$ cat src/rtl/evcg_pkg.sv
package evcg_pkg;

  localparam int MAX_CTR = 32;
  localparam int SPAN_POS = 29;

  typedef struct packed {
    logic [MAX_CTR-1:0] ctrLo;
    logic [MAX_CTR-1:0] ctrHi;
    logic [MAX_CTR-1:0] evtType;
    logic [MAX_CTR-1:0] match;
    logic enSet;
    logic enClr;
    logic intSet;
    logic intClr;
    logic ovsClr;
    logic ctlWr;
    logic irqWr;
    logic [31:0] data;
  } wrStrb_t;

  typedef enum logic [3:0] {
    RD_ZERO, RD_CTRLO, RD_CTRHI, RD_TYPE, RD_MATCH, RD_EN, RD_INTEN,
    RD_OVS, RD_CFG, RD_CTL, RD_IRQCTL, RD_SUP
  } rdKind_t;

  typedef struct packed {
    rdKind_t kind;
    logic [4:0] idx;
  } rdSel_t;

endpackage

$ cat src/rtl/evcg_ctrl.sv
module evcg_ctrl
  import evcg_pkg::*;
#(
  parameter int NUM_CTR = 4,
  parameter int CTR_W = 40
) (
  input  logic [11:0] regAddr,
  input  logic        regWrEn,
  input  logic [31:0] regWrData,
  output wrStrb_t     strb,
  output rdSel_t      rdSel
);

  localparam bit WIDE = (CTR_W > 32);

  logic [9:0] ctrIdx;
  logic       hiHalf;
  logic [5:0] regIdx;

  assign ctrIdx = WIDE ? {1'b0, regAddr[11:3]} : regAddr[11:2];
  assign hiHalf = WIDE && regAddr[2];
  assign regIdx = regAddr[7:2];

  always_comb begin
    strb = '0;
    strb.data = regWrData;
    rdSel.kind = RD_ZERO;
    rdSel.idx = '0;
    if (regAddr < 12'h400) begin
      if (ctrIdx < 10'(NUM_CTR)) begin
        rdSel.idx = ctrIdx[4:0];
        if (hiHalf) begin
          rdSel.kind = RD_CTRHI;
          strb.ctrHi[ctrIdx[4:0]] = regWrEn;
        end else begin
          rdSel.kind = RD_CTRLO;
          strb.ctrLo[ctrIdx[4:0]] = regWrEn;
        end
      end
    end else if (regAddr[11:8] == 4'h4) begin
      if (regIdx < 6'(NUM_CTR)) begin
        rdSel.kind = RD_TYPE;
        rdSel.idx = regIdx[4:0];
        strb.evtType[regIdx[4:0]] = regWrEn;
      end
    end else if (regAddr[11:8] == 4'hA) begin
      if (regIdx < 6'(NUM_CTR)) begin
        rdSel.kind = RD_MATCH;
        rdSel.idx = regIdx[4:0];
        strb.match[regIdx[4:0]] = regWrEn;
      end
    end else begin
      case (regAddr)
        12'hC00: begin rdSel.kind = RD_EN;    strb.enSet  = regWrEn; end
        12'hC20: begin rdSel.kind = RD_EN;    strb.enClr  = regWrEn; end
        12'hC40: begin rdSel.kind = RD_INTEN; strb.intSet = regWrEn; end
        12'hC60: begin rdSel.kind = RD_INTEN; strb.intClr = regWrEn; end
        12'hC80: begin rdSel.kind = RD_OVS;   strb.ovsClr = regWrEn; end
        12'hCC0: rdSel.kind = RD_OVS;
        12'hE00: rdSel.kind = RD_CFG;
        12'hE04: begin rdSel.kind = RD_CTL;    strb.ctlWr = regWrEn; end
        12'hE50: begin rdSel.kind = RD_IRQCTL; strb.irqWr = regWrEn; end
        12'hE20, 12'hE24, 12'hE28, 12'hE2C: begin
          rdSel.kind = RD_SUP;
          rdSel.idx = {3'b000, regAddr[3:2]};
        end
        default: rdSel.kind = RD_ZERO;
      endcase
    end
  end

endmodule

$ cat src/rtl/evcg_dp.sv
module evcg_dp
  import evcg_pkg::*;
#(
  parameter int NUM_CTR = 4,
  parameter int CTR_W = 40,
  parameter int SID_W = 16,
  parameter bit GLOBAL_FILT = 1'b0,
  parameter logic [127:0] EVT_SUPPORT = 128'hFF
) (
  input  logic               clk,
  input  logic               rstN,
  input  wrStrb_t            strb,
  input  rdSel_t             rdSel,
  input  logic [NUM_CTR-1:0] evtIn,
  input  logic [SID_W-1:0]   streamId,
  output logic [31:0]        rdData,
  output logic               irq,
  output logic               ctlOn,
  output logic               irqOn,
  output logic [NUM_CTR-1:0] cntEn,
  output logic [NUM_CTR-1:0] intEn,
  output logic [NUM_CTR-1:0] ovs,
  output logic [CTR_W-1:0]   ctrFirst
);

  localparam int IW = (NUM_CTR > 1) ? $clog2(NUM_CTR) : 1;
  localparam logic [31:0] CFG_WORD = {8'h00, GLOBAL_FILT, 2'b00, 1'b0, 6'h00,
                                      6'(CTR_W - 1), 2'b00, 6'(NUM_CTR - 1)};

  logic [CTR_W-1:0] ctr [NUM_CTR];
  logic [15:0]      code [NUM_CTR];
  logic             span [NUM_CTR];
  logic [SID_W-1:0] smr [NUM_CTR];
  logic [NUM_CTR-1:0] inc, wrap;

  function automatic logic sidHit(input logic spanMode, input logic [SID_W-1:0] pat,
                                  input logic [SID_W-1:0] sid);
    logic [SID_W-1:0] care;
    care = spanMode ? ~(pat ^ (pat + 1'b1)) : '1;
    return ((sid ^ pat) & care) == '0;
  endfunction

  for (genvar i = 0; i < NUM_CTR; i++) begin : g_ctr
    localparam int FSRC = GLOBAL_FILT ? 0 : i;
    logic supported, qualified;
    logic [CTR_W-1:0] wrVal;

    assign supported = (code[i][15:7] == '0) && EVT_SUPPORT[code[i][6:0]];
    assign qualified = (code[i] == 16'h0000) ||
                       (evtIn[i] && sidHit(span[FSRC], smr[FSRC], streamId));
    assign inc[i] = ctlOn && cntEn[i] && supported && qualified;
    assign wrap[i] = inc[i] && (&ctr[i]) && !strb.ctrLo[i] && !strb.ctrHi[i];

    if (CTR_W > 32) begin : g_wide
      always_comb begin
        wrVal = ctr[i];
        if (strb.ctrLo[i]) wrVal[31:0] = strb.data;
        if (strb.ctrHi[i]) wrVal[CTR_W-1:32] = strb.data[CTR_W-33:0];
      end
    end else begin : g_narrow
      assign wrVal = strb.data[CTR_W-1:0];
    end

    always_ff @(posedge clk) begin
      if (!rstN) begin
        ctr[i]  <= '0;
        code[i] <= 16'h0000;
        span[i] <= 1'b1;
        smr[i]  <= '1;
      end else begin
        if (strb.ctrLo[i] || strb.ctrHi[i]) ctr[i] <= wrVal;
        else if (inc[i]) ctr[i] <= ctr[i] + 1'b1;
        if (strb.evtType[i]) begin
          code[i] <= strb.data[15:0];
          span[i] <= strb.data[SPAN_POS];
        end
        if (strb.match[i]) smr[i] <= strb.data[SID_W-1:0];
      end
    end
  end

  always_ff @(posedge clk) begin
    if (!rstN) begin
      cntEn <= '0;
      intEn <= '0;
      ovs   <= '0;
      ctlOn <= 1'b0;
      irqOn <= 1'b0;
    end else begin
      if (strb.enSet) cntEn <= cntEn | strb.data[NUM_CTR-1:0];
      else if (strb.enClr) cntEn <= cntEn & ~strb.data[NUM_CTR-1:0];
      if (strb.intSet) intEn <= intEn | strb.data[NUM_CTR-1:0];
      else if (strb.intClr) intEn <= intEn & ~strb.data[NUM_CTR-1:0];
      ovs <= (strb.ovsClr ? (ovs & ~strb.data[NUM_CTR-1:0]) : ovs) | wrap;
      if (strb.ctlWr) ctlOn <= strb.data[0];
      if (strb.irqWr) irqOn <= strb.data[0];
    end
  end

  assign irq = irqOn && ((ovs & intEn) != '0);
  assign ctrFirst = ctr[0];

  logic [IW-1:0] rIdx;
  logic [63:0]   ctrWide;
  assign rIdx = rdSel.idx[IW-1:0];
  assign ctrWide = 64'(ctr[rIdx]);

  always_comb begin
    case (rdSel.kind)
      RD_CTRLO:   rdData = ctrWide[31:0];
      RD_CTRHI:   rdData = ctrWide[63:32];
      RD_TYPE:    rdData = {2'b00, span[rIdx], 13'h0000, code[rIdx]};
      RD_MATCH:   rdData = 32'(smr[rIdx]);
      RD_EN:      rdData = 32'(cntEn);
      RD_INTEN:   rdData = 32'(intEn);
      RD_OVS:     rdData = 32'(ovs);
      RD_CFG:     rdData = CFG_WORD;
      RD_CTL:     rdData = {31'h0, ctlOn};
      RD_IRQCTL:  rdData = {31'h0, irqOn};
      RD_SUP:     rdData = EVT_SUPPORT[{rdSel.idx[1:0], 5'b00000} +: 32];
      default:    rdData = 32'h0;
    endcase
  end

endmodule

$ cat src/rtl/evt_counter_group.sv
module evt_counter_group
  import evcg_pkg::*;
#(
  parameter int NUM_CTR = 4,
  parameter int CTR_W = 40,
  parameter int SID_W = 16,
  parameter bit GLOBAL_FILT = 1'b0,
  parameter logic [127:0] EVT_SUPPORT = 128'hFF
) (
  input  logic               clk,
  input  logic               rstN,
  input  logic [11:0]        regAddr,
  input  logic               regWrEn,
  input  logic [31:0]        regWrData,
  output logic [31:0]        regRdData,
  input  logic [NUM_CTR-1:0] evtIn,
  input  logic [SID_W-1:0]   streamId,
  output logic               irq
);

  wrStrb_t strb;
  rdSel_t  rdSel;
  logic ctlOn, irqOn;
  logic [NUM_CTR-1:0] cntEn, intEn, ovs;
  logic [CTR_W-1:0] ctrFirst;

  evcg_ctrl #(.NUM_CTR(NUM_CTR), .CTR_W(CTR_W)) u_ctrl (
    .regAddr(regAddr), .regWrEn(regWrEn), .regWrData(regWrData),
    .strb(strb), .rdSel(rdSel)
  );

  evcg_dp #(
    .NUM_CTR(NUM_CTR), .CTR_W(CTR_W), .SID_W(SID_W),
    .GLOBAL_FILT(GLOBAL_FILT), .EVT_SUPPORT(EVT_SUPPORT)
  ) u_dp (
    .clk(clk), .rstN(rstN), .strb(strb), .rdSel(rdSel), .evtIn(evtIn),
    .streamId(streamId), .rdData(regRdData), .irq(irq), .ctlOn(ctlOn),
    .irqOn(irqOn), .cntEn(cntEn), .intEn(intEn), .ovs(ovs), .ctrFirst(ctrFirst)
  );

endmodule

$ cat config.mk
export PLATFORM = sky130hd
export DESIGN_NAME = evt_counter_group
export DESIGN_NICKNAME = d
export VERILOG_FILES = /design/src/rtl/evcg_pkg.sv /design/src/rtl/evcg_ctrl.sv /design/src/rtl/evcg_dp.sv /design/src/rtl/evt_counter_group.sv
export SDC_FILE = /design/constraint.sdc
export NUM_CORES = 1
export LEC_CHECK = 0
export BUFFER_PORTS_ARGS = -buffer_cell sky130_fd_sc_hd__clkbuf_2
export CORE_MARGIN = 2
export CORE_UTILIZATION = 35
export CTS_CLUSTER_SIZE = 20
export DETAILED_ROUTE_END_ITERATION = 6
export SETUP_SLACK_MARGIN = 0.2
export SLEW_MARGIN = 20
export SYNTH_ARGS = -nofsm -noshare
export SYNTH_HDL_FRONTEND = slang
export SYNTH_SLANG_ARGS = --single-unit
export TNS_END_PERCENT = 30
$ cat constraint.sdc
create_clock -name clk -period 11.52 [get_ports clk]
set_input_delay 1.152 -clock clk [delete_from_list [all_inputs] [get_ports clk]]
set_output_delay 1.152 -clock clk [all_outputs]
set_load 0.005 [all_outputs]
* Word level (Yosys, flattened, before mapping) *
Memory sizes are Yosys's and may differ from the RTL's.
Index checks and enable logic that the tools add are counted.

word-level totals
  register bits = 14
  latch bits = 0
  bits in writable memories = 292
  ROM bits = 512
  input port bits = 67
  output and inout bits = 33
  logic and storage cells = 304
  memories = 8

cells by class
  add/subtract/negate cells = 8
  multipliers = 0
  div/mod/pow operators = 0
  $lt $le $gt $ge = 11
  equality and inequality tests = 26
  shift-type cells = 1
  mux-type cells = 125
  bitwise operators = 46
  reduce and logical (&&, ||, !) cells = 74

memory list
  memory           words  bits a word  rd ports  clocked after memory_dff  wr ports  RTL line       RTL
  u_dp.ctr         4      40           5         0                         4         evcg_dp.sv:30  logic [CTR_W-1:0] ctr [NUM_CTR];
  (no name shown)  128    1            1         0                         0         evcg_dp.sv:48  assign supported = (code[i][15:7] == '0) && EVT_SUPPORT[code[i][6:0]];
  (no name shown)  128    1            1         0                         0         evcg_dp.sv:48
  (no name shown)  128    1            1         0                         0         evcg_dp.sv:48
  (no name shown)  128    1            1         0                         0         evcg_dp.sv:48
  u_dp.code        4      16           5         0                         4         evcg_dp.sv:31  logic [15:0] code [NUM_CTR];
  2 more memories  n/a    n/a          n/a       n/a                       n/a       n/a

operators with widths
  kind                       count
  $pmux 32 s11               1
  $mux 40                    8
  $mux 32                    7
  $mux 16                    12
  $add 40x1->40 const B      4
  $reduce_and 40->1          4
  $eq 12x12->1 const B       13
  $logic_not 16->1           8
  $shiftx 128x8->32 const A  1
  $xor 16x16->16             8
  $mux 36                    2
  $mux 1                     70
  $add 16x1->16 const B      4
  $and 16x16->16             4
  $and 32x32->32             2
  $not 16->16                4
  $mux 43                    1
  $mux 8                     5
  $mux 39                    1
  $logic_not 9->1            4
  $logic_and 1x1->1          35
  $lt 7x8->1 const B         4
  $mux 4                     7
  $pmux 4 s7                 1
  other kinds (23)           81

* Longest topological paths before layout *
An unclocked memory read counts as a cell.

  depth in word-level cells = 15
  gate-level depth with buffers = 12

* Cells and area by module *
From an unflattened synthesis, not the netlist that was laid out.

second synthesis, totals
  cell total of the unflattened synthesis = 2146
  area total of the unflattened synthesis = 21504.4 um2

modules (own cells, without submodules)
  module     instances  cells an instance  area each (um2)
  evcg_dp    1          1908               19867.8
  evcg_ctrl  1          238                1636.6

* Least setup slack after synthesis *
Ideal clock, no wire load.

  kind = input to register
  from = in streamId[7]
  to = mem u_dp.ctr[0][0], enable pin
  data arrival time = 4.334 ns
  setup slack = 6.747 ns
  cell stages on the path = 8
  path buffers = 1
  cells stage by stage = clkbuf_1 > xor2_1 > o21ai_0 > nand2_1 > or4_1 > nor4_2 > nand3_1 > a32oi_1

RTL lines
  item         RTL line                 RTL
  from (decl)  evt_counter_group.sv:17  input logic [SID_W-1:0] streamId,
  to (decl)    evcg_dp.sv:30

* Worst setup path after layout *
  from = in regAddr[11]
  to = out regRdData[0]

between the ends
  word-level cells in the longest chain between the ends = 8
  elaborated cells between the ends (all ways) = 43
  those cells by class = 2 x order compare; 26 x eq/ne; 1 x shift; 7 x mux; 4 x reduce/logical; 3 x memory

RTL lines
  item                                                       RTL line                 RTL
  from (decl)                                                evt_counter_group.sv:12  input logic [11:0] regAddr,
  $eq 12x12->1                                               evcg_ctrl.sv:53          case (regAddr)
  $reduce_or 4->1 / $reduce_or 2->1 (equally long branches)  n/a
  $mux 2 / $pmux 4 s7 (equally long branches)                evcg_ctrl.sv:53
  $mux 9                                                     evcg_ctrl.sv:46          end else if (regAddr[11:8] == 4'hA) begin
  $mux 9                                                     evcg_ctrl.sv:40          end else if (regAddr[11:8] == 4'h4) begin
  $mux 9 *                                                   evcg_ctrl.sv:29          if (regAddr < 12'h400) begin
  $shiftx 128x8->32 (tied with other cells)                  evcg_dp.sv:120           RD_SUP: rdData = EVT_SUPPORT[{rdSel.idx[1:0], 5'b00000} +: 32];
  $pmux 32 s11 *                                             evcg_dp.sv:109           case (rdSel.kind)
  to (decl)                                                  evt_counter_group.sv:15  output logic [31:0] regRdData,

Every way passes the cells marked *; elsewhere a longest branch is shown, timed or not.

==> results.md <==
* Status: finished, final reports clean
* Sw frac at 26.15%
* Cell Pwr Density at 120.3 nW/µm²
* Final Util at 39.48%
* FF+latch count, synth at 306
* Arrival time at the worst endpoint at 5.78 ns
* First-pass GRT wire length at 116,000 µm
* Share of power burned in registers at 49.6%
* Max Slew Vio Count at 0
* Nets at 2,191
* Hold-fix buffers, CTS at 0
* Count of warnings emitted by yosys at 0
* DRT Wirelength at 79,610 µm
* # Post-CTS Setup Buffers at 0
* Post_cts resized at 0
* Slew headroom at 20.78%
* Core area at 56,390 µm²
* Routed Antenna Nets at 0
* TritonCTS clock tree: done
* DR DRC count at 0
* Hold Path Stages at 2
* R2R depth at 8
* Die extent in x at 242.6 µm
* # clock sinks at 306
* Delay of the slowest critical-path stage at 0.70 ns
* Reg2Reg Setup Slack at 7.25 ns
* Num CTS Buffers at 37
* Hold Vio Cnt, Final at 0
* Synth Instances at 2,071
* Worst Skew at 0.03337 ns
* Starting Density at 35.34%
* Vias in the first global route at 16,820
* Clock share of power at 42.4%
* Hpwl dp at 56,620 µm
* Clock Path Buffers at 3
* Ys async rst share at 0%
* Fillers at 5,660
* Total negative slack at 0 ns
* Fmax achieved at 0.1443 GHz
* Worst r2r dst: u_dp.ctr[1][39]
* Synthesis-to-finish area growth at 11.73%
* Largest net degree at the start of global routing at 56
* Die height at 242.6 µm
* Total track usage at 26.38%
* CTS Root Cell: clkbuf_16
* Worst EP required at 10.37 ns
* Number of port buffers at 99
* Worst-margin pin slew at 1.188 ns
* Worst-path cell chain: clkbuf_2, or4b_4, a2111oi_4, or3b_4, buf_4, buf_4, mux2i_1, o22ai_1, a211o_1, or4_1, clkbuf_2
* Clock-pin slew on the worst setup and hold paths at 0.06 ns
* Critical-path top delay cell: buf_4
* Psw at 0.0007005 W
* Most common cell after layout, fill and taps aside: nand2_1
* CP Buf/Inv Count at 4
* Post-Syn Area at 19,930 µm²
* Syn nets at 2,146
* Sequential fraction of the synthesis area at 45.41%
* Syn Area/Cell at 9.621 µm²
* Drt initial violations at 2,304
* Die area at 58,850 µm²
* Hold WC Path Type: flip-flop to flip-flop
* Via-to-Cell Ratio at 6.096
* Top-level I/O count at 100
* Worst-path fanout max at 49
* Crit. End Element: output pin
* Final Critical Period at 6.932 ns
* Unrepaired setup endpoints after global routing: false
* Commonest non-fill, non-tap cells in the layout: nand2_1 (315), edfxtp_1 (292), xor2_1 (129), mux2i_1 (121), o21ai_0 (106)
* GR Overflow Total at 0
* CTS H-tree lvls at 2
* Internal at 0.001978 W
* Crit start category: input pin
* Final setup violation count at 0
* Number of max-cap violations at 0
* Top delay family on crit path: simple AND/OR/NAND/NOR gates
* Routed wire length per instance at 27.45 µm
* Vias at 17,680
* Critical path origin: regAddr[11]
* Maximum VDD drop at 0.00007460 V
* EDFF count, synth at 292
* Drt pass-1 iters at 6
* GP Congestion at 0.9263
* Final period util at 60.17%
* Rows at 87
* Main synth FF type: edfxtp_1
* Initial antenna violation count at 8
* Post-synth cell types at 77
* Worst Path Class, Setup: input pin to output pin
* Leak at 7.281 nW
* Share of post-route cells with drive strength above 1 at 11.25%
* Clock Latency Late Sink at 0.57 ns
* Comb pwr share at 8.0%
* Worst flop-to-flop path startpoint: u_dp.ctlOn
## flip-flops by register name (all words and copies together), names as in the netlist, named ones only
| name | flops |
|---|---|
| u_dp.ctlOn | 1 |
| u_dp.ctr | 160 |
| u_dp.ovs | 4 |
| u_dp.code | 64 |
| u_dp.span | 4 |
| u_dp.smr | 64 |
| u_dp.irqOn | 1 |
## metal layers
layer | up-vias | track usage (%) | share of wire, %
li1 | 7727 | - | -
met1 | 8631 | 34.93 | 40
met2 | 1101 | 41.15 | 44
met3 | 218 | 5.794 | 11
met4 | 0 | 12.18 | 5.3
met5 | - | 0 | 0
## worst max-delay path by stage
stage / endpoint / slack, ns / cells after the start
6_report: regRdData[0] / 4.59 / 11
5_1_grt: regRdData[0] / 4.45 / 11
4_1_cts: regRdData[0] / 4.72 / 11
3_5_place_dp: regRdData[0] / 4.73 / 11
3_3_place_gp: regRdData[0] / 4.77 / 11
2_1_floorplan: u_dp.ctr[0][0] / 6.75 / 8
## cell usage after synthesis, drive strengths merged, types with 10 or more instances
library cell / count / share of area (%)
nand2: 316 / 6.0
edfxtp: 292 / 44
o21ai: 154 / 3.9
xor2: 129 / 5.7
mux2i: 121 / 6.1
nand3: 99 / 2.5
clkbuf: 92 / 1.7
nor2: 79 / 1.5
xnor2: 77 / 3.4
and2: 76 / 2.4
nand4: 56 / 1.8
and3: 54 / 1.7
or3: 53 / 1.7
a21oi: 46 / 1.2
o31ai: 41 / 1.5
o22ai: 39 / 1.2
buf: 37 / 1.4
nor3: 34 / 0.88
nor4: 32 / 1.2
inv: 27 / 0.51
or2: 20 / 0.63
and4: 19 / 0.84
nand2b: 15 / 0.47
dfxtp: 14 / 1.4
nor2b: 13 / 0.41
o211ai: 11 / 0.41
or4: 10 / 0.38
## power by group through the flow
stage | sequential [W] | clock [W] | combinational [W]
floorplan | 0.00132 | 0 | 0.000123
CTS | 0.00133 | 0.00115 | 0.000209
global route | 0.00133 | 0.00119 | 0.000226
finish | 0.00133 | 0.00114 | 0.000213
global placement | 0.00135 | 0 | 0.000206
detailed placement | 0.00135 | 0 | 0.000208
## layout make-up
| cell class | count | area [µm²] | share of cell area, % |
|---|---|---|---|
| Sequential cell | 306 | 9049 | 40.65 |
| Multi-Input combinational cell | 1609 | 10280 | 46.16 |
| Clock inverter | 21 | 146.4 | 0.6576 |
| Clock buffer | 45 | 975.9 | 4.384 |
| Antenna cell | 1 | 2.502 | 0.01124 |
| Tap cell | 756 | 945.9 | 4.249 |
| Timing Repair Buffer | 135 | 765.7 | 3.440 |
| Inverter | 27 | 101.3 | 0.4552 |
## tightest hold or removal path: stages, from the launching register on
cell,delay [ns]
dfxtp_1,0.32
nand2_1,0.06
a21boi_0,0.07
## logic make-up (layout without fill, tap and decap cells)
family / count (synthesis) / count (layout) / synth area share (%)
compound gates: 369 / 369 / 11.57
xor+xnor: 206 / 206 / 9.055
fa+ha+maj: 8 / 8 / 0.5024
buf+inv: 156 / 228 / 3.667
flops: 306 / 306 / 45.41
mux: 129 / 129 / 6.531
other cells: 0 / 1 / 0
simple gates: 897 / 897 / 23.27
## stage by stage
| stage | area (µm²) | worst slack [ns] | power [W] | hold slack [ns] | cells |
|---|---|---|---|---|---|
| detailed placement | 21140 | 4.727 | 0.001557 | 0.4965 | 2833 |
| CTS | 22260 | 4.720 | 0.002681 | 0.5062 | 2899 |
| floorplan | 19930 | 6.747 | 0.001446 | 0.4528 | 2071 |
| global placement | 21130 | 4.774 | 0.001555 | 0.4829 | 2833 |
| global route | 22260 | 4.449 | 0.002745 | 0.5415 | 2900 |
| finish | 22260 | 4.588 | 0.002678 | 0.5067 | 2900 |
Power figures use the tool's default switching activity.
